## src/rtl/psk_pkg.sv

```systemverilog
package psk_pkg;

  typedef enum logic [1:0] {
    FN_SKEW = 2'd0,
    FN_DIV2 = 2'd1,
    FN_DIV4 = 2'd2,
    FN_INV  = 2'd3
  } pair_fn_e;

  // Rank of a level code: LOW=0, MID=1, HIGH=2; the unused code reads as MID.
  function automatic logic [1:0] lvl_rank(input logic [1:0] code);
    case (code)
      2'b00:   return 2'd0;
      2'b10:   return 2'd2;
      default: return 2'd1;
    endcase
  endfunction

endpackage

```

## src/rtl/psk_period_ctr.sv

```systemverilog
module psk_period_ctr #(
  parameter int unsigned N_LOW  = 44,
  parameter int unsigned N_MID  = 26,
  parameter int unsigned N_HIGH = 16,
  parameter int unsigned CW     = 6
) (
  input  logic          clk,
  input  logic          rst,
  input  logic [1:0]    range_sel,
  output logic [CW-1:0] cnt_q,
  output logic [CW-1:0] n_q,
  output logic [CW-1:0] cnt_d,
  output logic [CW-1:0] n_d,
  output logic          load
);

  localparam logic [CW-1:0] NL = CW'(N_LOW);
  localparam logic [CW-1:0] NM = CW'(N_MID);
  localparam logic [CW-1:0] NH = CW'(N_HIGH);

  logic [CW-1:0] n_in;

  always_comb begin
    case (range_sel)
      2'b00:   n_in = NL;
      2'b10:   n_in = NH;
      default: n_in = NM;
    endcase
  end

  // A wrap (or reset) is the only point where new settings are captured.
  assign load  = rst | (cnt_q == n_q - 1'b1);
  assign n_d   = load ? n_in : n_q;
  assign cnt_d = rst ? (n_in - 1'b1) : (load ? '0 : cnt_q + 1'b1);

  always_ff @(posedge clk) begin
    cnt_q <= cnt_d;
    n_q   <= n_d;
  end

  p_cnt_in_range_r1: assert property (@(posedge clk) disable iff (rst)
    cnt_q < n_q);

  p_wrap_to_zero_r1: assert property (@(posedge clk) disable iff (rst)
    (cnt_q == n_q - 1'b1) |=> (cnt_q == '0));

  p_period_hold_r8: assert property (@(posedge clk) disable iff (rst)
    (cnt_q != n_q - 1'b1) |=> $stable(n_q));

endmodule

```

## src/rtl/psk_div_ctr.sv

```systemverilog
module psk_div_ctr #(
  parameter int unsigned DW = 2
) (
  input  logic          clk,
  input  logic          rst,
  input  logic          load,
  input  logic          ref_in,
  output logic [DW-1:0] dcnt_d,
  output logic [DW-1:0] rcnt_d
);

  logic [DW-1:0] dcnt_q;
  logic [DW-1:0] rcnt_q;
  logic          ref_q;
  logic          ref_rise;

  assign ref_rise = ref_in & ~ref_q;

  // Both counters start all-ones so that their first step lands on zero.
  assign dcnt_d = rst ? '1 : (load ? dcnt_q + 1'b1 : dcnt_q);
  assign rcnt_d = rst ? '1 : (ref_rise ? rcnt_q + 1'b1 : rcnt_q);

  always_ff @(posedge clk) begin
    dcnt_q <= dcnt_d;
    rcnt_q <= rcnt_d;
    ref_q  <= ref_in;
  end

  p_div_step_r4: assert property (@(posedge clk) disable iff (rst)
    load |=> (dcnt_q == DW'($past(dcnt_q) + 1'b1)));

  p_div_still_r4: assert property (@(posedge clk) disable iff (rst)
    !load |=> $stable(dcnt_q));

endmodule

```

## src/rtl/psk_pair_out.sv

```systemverilog
module psk_pair_out
  import psk_pkg::*;
#(
  parameter int unsigned CW     = 6,
  parameter bit          COARSE = 1'b0,
  parameter bit          HH_INV = 1'b0
) (
  input  logic          clk,
  input  logic          rst,
  input  logic          load,
  input  logic [1:0]    sel_a,
  input  logic [1:0]    sel_b,
  input  logic          test_d,
  input  logic [CW-1:0] cnt_d,
  input  logic [CW-1:0] n_d,
  input  logic [1:0]    dcnt_d,
  input  logic [1:0]    rcnt_d,
  input  logic          ref_in,
  output logic          q
);

  logic [3:0]    cfg_q;
  logic [3:0]    cfg_d;
  logic [3:0]    idx;
  pair_fn_e      fn;
  logic          neg;
  logic [2:0]    mag;
  logic [CW-1:0] mag_w;
  logic [CW-1:0] delay;
  logic [CW-1:0] ph;
  logic [CW-1:0] half;
  logic          nom;
  logic          zero_nom;
  logic          q_d;

  assign cfg_d = load ? {sel_a, sel_b} : cfg_q;
  assign idx   = 4'(lvl_rank(cfg_d[3:2])) * 4'd3 + 4'(lvl_rank(cfg_d[1:0]));

  // Decode the code index into a function and a signed offset (neg, mag).
  generate
    if (COARSE) begin : g_coarse
      always_comb begin
        fn  = FN_SKEW;
        neg = 1'b0;
        mag = '0;
        if (idx == 4'd0) begin
          fn = FN_DIV2;
        end else if (idx == 4'd8) begin
          fn = HH_INV ? FN_INV : FN_DIV4;
        end else if (idx < 4'd4) begin
          neg = 1'b1;
          mag = 3'((4'd4 - idx) << 1);
        end else begin
          mag = 3'((idx - 4'd4) << 1);
        end
      end
    end else begin : g_fine
      always_comb begin
        fn  = FN_SKEW;
        neg = idx < 4'd4;
        mag = neg ? 3'(4'd4 - idx) : 3'(idx - 4'd4);
      end
    end
  endgenerate

  // Rotate the shared counter: a negative offset becomes a delay of N-k.
  assign mag_w    = {{(CW-3){1'b0}}, mag};
  assign delay    = neg ? (n_d - mag_w) : mag_w;
  assign ph       = (cnt_d >= delay) ? (cnt_d - delay) : (cnt_d + (n_d - delay));
  assign half     = n_d >> 1;
  assign nom      = ph < half;
  assign zero_nom = cnt_d < half;

  always_comb begin
    if (test_d) begin
      case (fn)
        FN_DIV2: q_d = ~rcnt_d[0];
        FN_DIV4: q_d = ~rcnt_d[1];
        FN_INV:  q_d = ~ref_in;
        default: q_d = ref_in;
      endcase
    end else begin
      case (fn)
        FN_DIV2: q_d = ~dcnt_d[0];
        FN_DIV4: q_d = ~dcnt_d[1];
        FN_INV:  q_d = ~zero_nom;
        default: q_d = nom;
      endcase
    end
  end

  always_ff @(posedge clk) begin
    cfg_q <= cfg_d;
    q     <= rst ? 1'b0 : q_d;
  end

  p_cfg_hold_r8: assert property (@(posedge clk) disable iff (rst)
    !load |=> $stable(cfg_q));

  p_div2_flat_r4: assert property (@(posedge clk) disable iff (rst)
    (!test_d && fn == FN_DIV2 && !load) |=> $stable(q));

endmodule

```

## src/rtl/psk_out_matrix.sv

```systemverilog
module psk_out_matrix #(
  parameter int unsigned NPAIR  = 4,
  parameter int unsigned N_FINE = 2,
  parameter int unsigned N_LOW  = 44,
  parameter int unsigned N_MID  = 26,
  parameter int unsigned N_HIGH = 16
) (
  input  logic               clk,
  input  logic               rst,
  input  logic [1:0]         range_sel,
  input  logic [1:0]         test_sel,
  input  logic               ref_in,
  input  logic [2*NPAIR-1:0] fsel_a,
  input  logic [2*NPAIR-1:0] fsel_b,
  output logic [NPAIR-1:0]   q0,
  output logic [NPAIR-1:0]   q1
);

  localparam int unsigned N_MAX = (N_LOW > N_MID)
                                  ? ((N_LOW > N_HIGH) ? N_LOW : N_HIGH)
                                  : ((N_MID > N_HIGH) ? N_MID : N_HIGH);
  localparam int unsigned CW    = $clog2(N_MAX + 1);

  logic [CW-1:0]    cnt_q;
  logic [CW-1:0]    n_q;
  logic [CW-1:0]    cnt_d;
  logic [CW-1:0]    n_d;
  logic             load;
  logic [1:0]       dcnt_d;
  logic [1:0]       rcnt_d;
  logic             test_q;
  logic             test_d;
  logic [NPAIR-1:0] q_pair;

  psk_period_ctr #(
    .N_LOW (N_LOW),
    .N_MID (N_MID),
    .N_HIGH(N_HIGH),
    .CW    (CW)
  ) u_period (
    .clk      (clk),
    .rst      (rst),
    .range_sel(range_sel),
    .cnt_q    (cnt_q),
    .n_q      (n_q),
    .cnt_d    (cnt_d),
    .n_d      (n_d),
    .load     (load)
  );

  psk_div_ctr #(.DW(2)) u_div (
    .clk   (clk),
    .rst   (rst),
    .load  (load),
    .ref_in(ref_in),
    .dcnt_d(dcnt_d),
    .rcnt_d(rcnt_d)
  );

  assign test_d = load ? (test_sel != 2'b00) : test_q;

  always_ff @(posedge clk) begin
    test_q <= test_d;
  end

  generate
    for (genvar p = 0; p < NPAIR; p++) begin : g_pair
      psk_pair_out #(
        .CW    (CW),
        .COARSE(p >= N_FINE),
        .HH_INV(p == NPAIR - 1)
      ) u_pair (
        .clk   (clk),
        .rst   (rst),
        .load  (load),
        .sel_a (fsel_a[2*p +: 2]),
        .sel_b (fsel_b[2*p +: 2]),
        .test_d(test_d),
        .cnt_d (cnt_d),
        .n_d   (n_d),
        .dcnt_d(dcnt_d),
        .rcnt_d(rcnt_d),
        .ref_in(ref_in),
        .q     (q_pair[p])
      );
    end
  endgenerate

  assign q0 = q_pair;
  assign q1 = q_pair;

  p_test_hold_r8: assert property (@(posedge clk) disable iff (rst)
    !load |=> $stable(test_q));

  p_low_in_reset_r10: assert property (@(posedge clk)
    rst |=> (q0 == '0 && q1 == '0));

  p_first_wrap_r10: assert property (@(posedge clk)
    rst |=> load);

endmodule

```

## config.mk

```make
export PLATFORM = sky130hd
export DESIGN_NAME = psk_out_matrix
export DESIGN_NICKNAME = d
export VERILOG_FILES = /design/src/rtl/psk_pkg.sv /design/src/rtl/psk_period_ctr.sv /design/src/rtl/psk_div_ctr.sv /design/src/rtl/psk_pair_out.sv /design/src/rtl/psk_out_matrix.sv
export SDC_FILE = /design/constraint.sdc
export NUM_CORES = 1
export LEC_CHECK = 0
export ABC_AREA = 1
export CAP_MARGIN = 40
export CORE_UTILIZATION = 45
export CTS_CLUSTER_SIZE = 12
export DETAILED_ROUTE_END_ITERATION = 8
export HOLD_SLACK_MARGIN = 0.06
export MAX_ROUTING_LAYER = met4
export PLACE_DENSITY = 0.68
export SYNTH_ARGS = -nofsm -noshare
export SYNTH_HDL_FRONTEND = slang
export SYNTH_SLANG_ARGS = --single-unit
```

## constraint.sdc

```tcl
create_clock -name clk -period 7.4 [get_ports clk]
set_clock_uncertainty 0.05 [all_clocks]
set_input_delay 2.22 -clock clk [delete_from_list [all_inputs] [get_ports clk]]
set_output_delay 2.22 -clock clk [all_outputs]
set_load 0.01 [all_outputs]
```

==> results.cfg <==
[sta]
timing_hold_violations_final = 0
period_needed_ps = 7140
tightest_slew_ps = 775
holdWs_ps = 413
drv_slew = 0
finalSetupViolCount = 0
setup_tns_ps = 0
slew_headroom_pct = 48.3
fmax_ghz = 0.140
post-route-period-util_pct = 96.5

[hold_path]
min_from = g_pair[0].u_pair.cfg_q[1]
min_to = g_pair[0].u_pair.cfg_q[1]
hp-class = flip-flop to flip-flop
worstHoldPathCells = 2

[detailed_routing]
totalWireLength_mm = 16.7
dr.pass1.iters = 5
first_iter_violations = 397
via_count = 6126
via_per_inst = 5.00
drt-wirelength-per-cell_um = 13.6
post-route-drc-count = 0
ant_nets = 0

[floorplanning]
die_w_um = 117
die-area_mm2 = 0.0138
initial_core_util_pct = 46.8
rows = 41
coreArea_mm2 = 0.0128
pin_count = 31
die_y_um = 117

[synth]
synth-seq-cells = 38
syn_area_per_cell_um2 = 6.77
synthTopCellsByCount = nand2_1, inv_1, ha_1
async_flop_share_pct = 0
yosysTopAreaCell = ha_1
synth_cell_type_count = 49
synth_top_cell_area_share_pct = 21.1
yosys-top-cells-area = ha_1, nand2_1, dfxtp_1, inv_1, fa_1
synth_edf_count = 0
synthMostInstantiatedCell = nand2_1
synth_fp_nets = 1034
synth_ff_type = dfxtp_1
yosys_warnings = 0
synthCells = 886
synth-seq-area-share_pct = 12.7
syn-cell-area_mm2 = 0.00600

[setup_path]
crit_family = adder cells
crit_arrival_ps = 7320
crit_type = input pin to flip-flop
r2r_start = u_period.n_q[0]
startpoint = fsel_a[5]
regToRegSetupSlack_ps = 940
reg2reg_to = g_pair[2].u_pair.q
end_kind = flip-flop
r2r_cells = 35
start_kind = input pin
cp_max_fo = 3
crit_required_ps = 7570
crit_slowest_cell = fa_1
cp.depth = 28
max_stage_delay_ps = 590
crit_buf_inv = 4

[placed_design]
dp.final_hpwl_mm = 12.9
place_area_mm2 = 0.00742
gp_congestion = 0.889
numPlacedInstances = 1206
io_buffers = 30

[clock_tree]
cts_tree = done
numCtsBuffers = 5
cts.clk_slew.worst_paths_ps = 60
cts.sinks = 38
htree_levels = 2
clock_path_buffers = 2
clkLatencyLatePin_ps = 280
clock_tree.root_cell = clkbuf_16
cts_hold_buffers = 0

[run]
maxCapViolations = 0

[pwr]
leakagePower_uw = 0.00426
peakVddDrop_uv = 157
pwr_density_cell_mw_per_mm2 = 479
design_power_total_uw = 3850

[final_layout]
fin_nets = 1201
area_growth_pct = 33.9
final_layout_size_suffix_gt1_share_pct = 26.0
fin_area_mm2 = 0.00804
instances_no_fill = 1226
diodes = 0

[global_route]
grt_max_degree = 19
grt_pass1_wl_mm = 27.1
track_usage_pct = 24.8
antenna_found_initial = 0
first_global_vias = 5729
grt-ovfl-total = 0

[outcome]
status = finished, final reports clean
-- worst register-to-register path, delay by kind of cell, from the launching register on --
kind	cells	cell delay (ps)
and+or+nand+nor	13	1520
DFF	1	380
AOI/OAI and AO/OA	7	770
adders and majority gates	9	3060
buffers and inverters	4	300
xor gates and xnor gates	2	310
-- worst max path at each step --
stage                     slack, ps                  to
after CTS                       110  g_pair[0].u_pair.q
after global routing            -50  g_pair[0].u_pair.q
after global placement         -650  g_pair[0].u_pair.q
after floorplan                 -40  g_pair[1].u_pair.q
after detailed placement       -690  g_pair[0].u_pair.q
final                           260  g_pair[2].u_pair.q
-- final cells by class --
class | count | area (um2)
clock buffer | 6 | 139
inverter | 169 | 644
sequential | 38 | 761
timing repair buffer | 177 | 1410
fill | 1123 | 4790
clock inverter | 2 | 60.1
tap | 172 | 215
multi-input combinational | 662 | 4810
-- where the power goes --
| group | internal [uW] | switching (uW) | leakage [uW] |
|---|---|---|---|
| combinational | 1610 | 1700 | 0.00385 |
| sequential | 236 | 18.3 | 0.000318 |
| clock | 202 | 88.3 | 0.0000971 |
-- cells by family (layout without fill, tap and decap cells) --
kind of cell    Yosys count  after routing  share of synthesized area [%]
mux                       3              3                          0.500
flops                    38             38                           12.7
buf+inv                 188            354                           12.7
xor+xnor                 24             24                           3.50
simple gates            360            362                           27.6
compound gates          148            148                           14.0
fa+ha+maj               125            125                           29.1
-- layer usage --
metal | wire, um | track usage, % | part of all wire [%]
met1 | 7770 | 32.5 | 46
met2 | 7840 | 41.5 | 47
met3 | 816 | 1.55 | 4.9
met4 | 286 | 6.57 | 1.7
met5 | 0 | - | 0
-- metrics by stage --
step           utilization [%]  setup slack [ps]
4_1_cts                   60.5               110
3_5_place_dp              57.8              -686
6_report                  62.7               256
3_3_place_gp              57.8              -647
5_1_grt                   62.7             -49.0
2_1_floorplan                -             -42.5
-- registers in the layout (all words and copies together), names as in the netlist --
name / flops
u_div.rcnt_q: 2
u_period.cnt_q: 6
g_pair.u_pair.cfg_q: 16
u_period.n_q: 6
u_div.ref_q: 1
g_pair.u_pair.q: 4
test_q: 1
u_div.dcnt_q: 2
-- cell usage in the layout, fill, tap and decap left out, types with 11 or more instances in the layout --
master | Yosys | layout
a21oi_1 | 40 | 28
a21oi_2 | 3 | 15
buf_4 | 8 | 146
clkdlybuf4s50_1 | 0 | 28
dfxtp_1 | 38 | 38
fa_1 | 24 | 21
ha_1 | 101 | 93
inv_1 | 158 | 152
inv_2 | 9 | 13
nand2_1 | 208 | 198
nand2_2 | 11 | 20
nand3_1 | 48 | 45
nand3b_1 | 12 | 12
nor2_1 | 48 | 42
o21ai_0 | 67 | 41
o21ai_1 | 7 | 22
o21ai_2 | 1 | 11
xnor2_1 | 14 | 14
-- what timing repair did --
action / in CTS / in global routing
pin swaps: 12 / 44
cloned: 2 / 0
buffers inserted: 4 / 7
setup endpoints to repair: 4 / 4
resized for setup: 36 / 69
(Power assumes the default switching activity.)
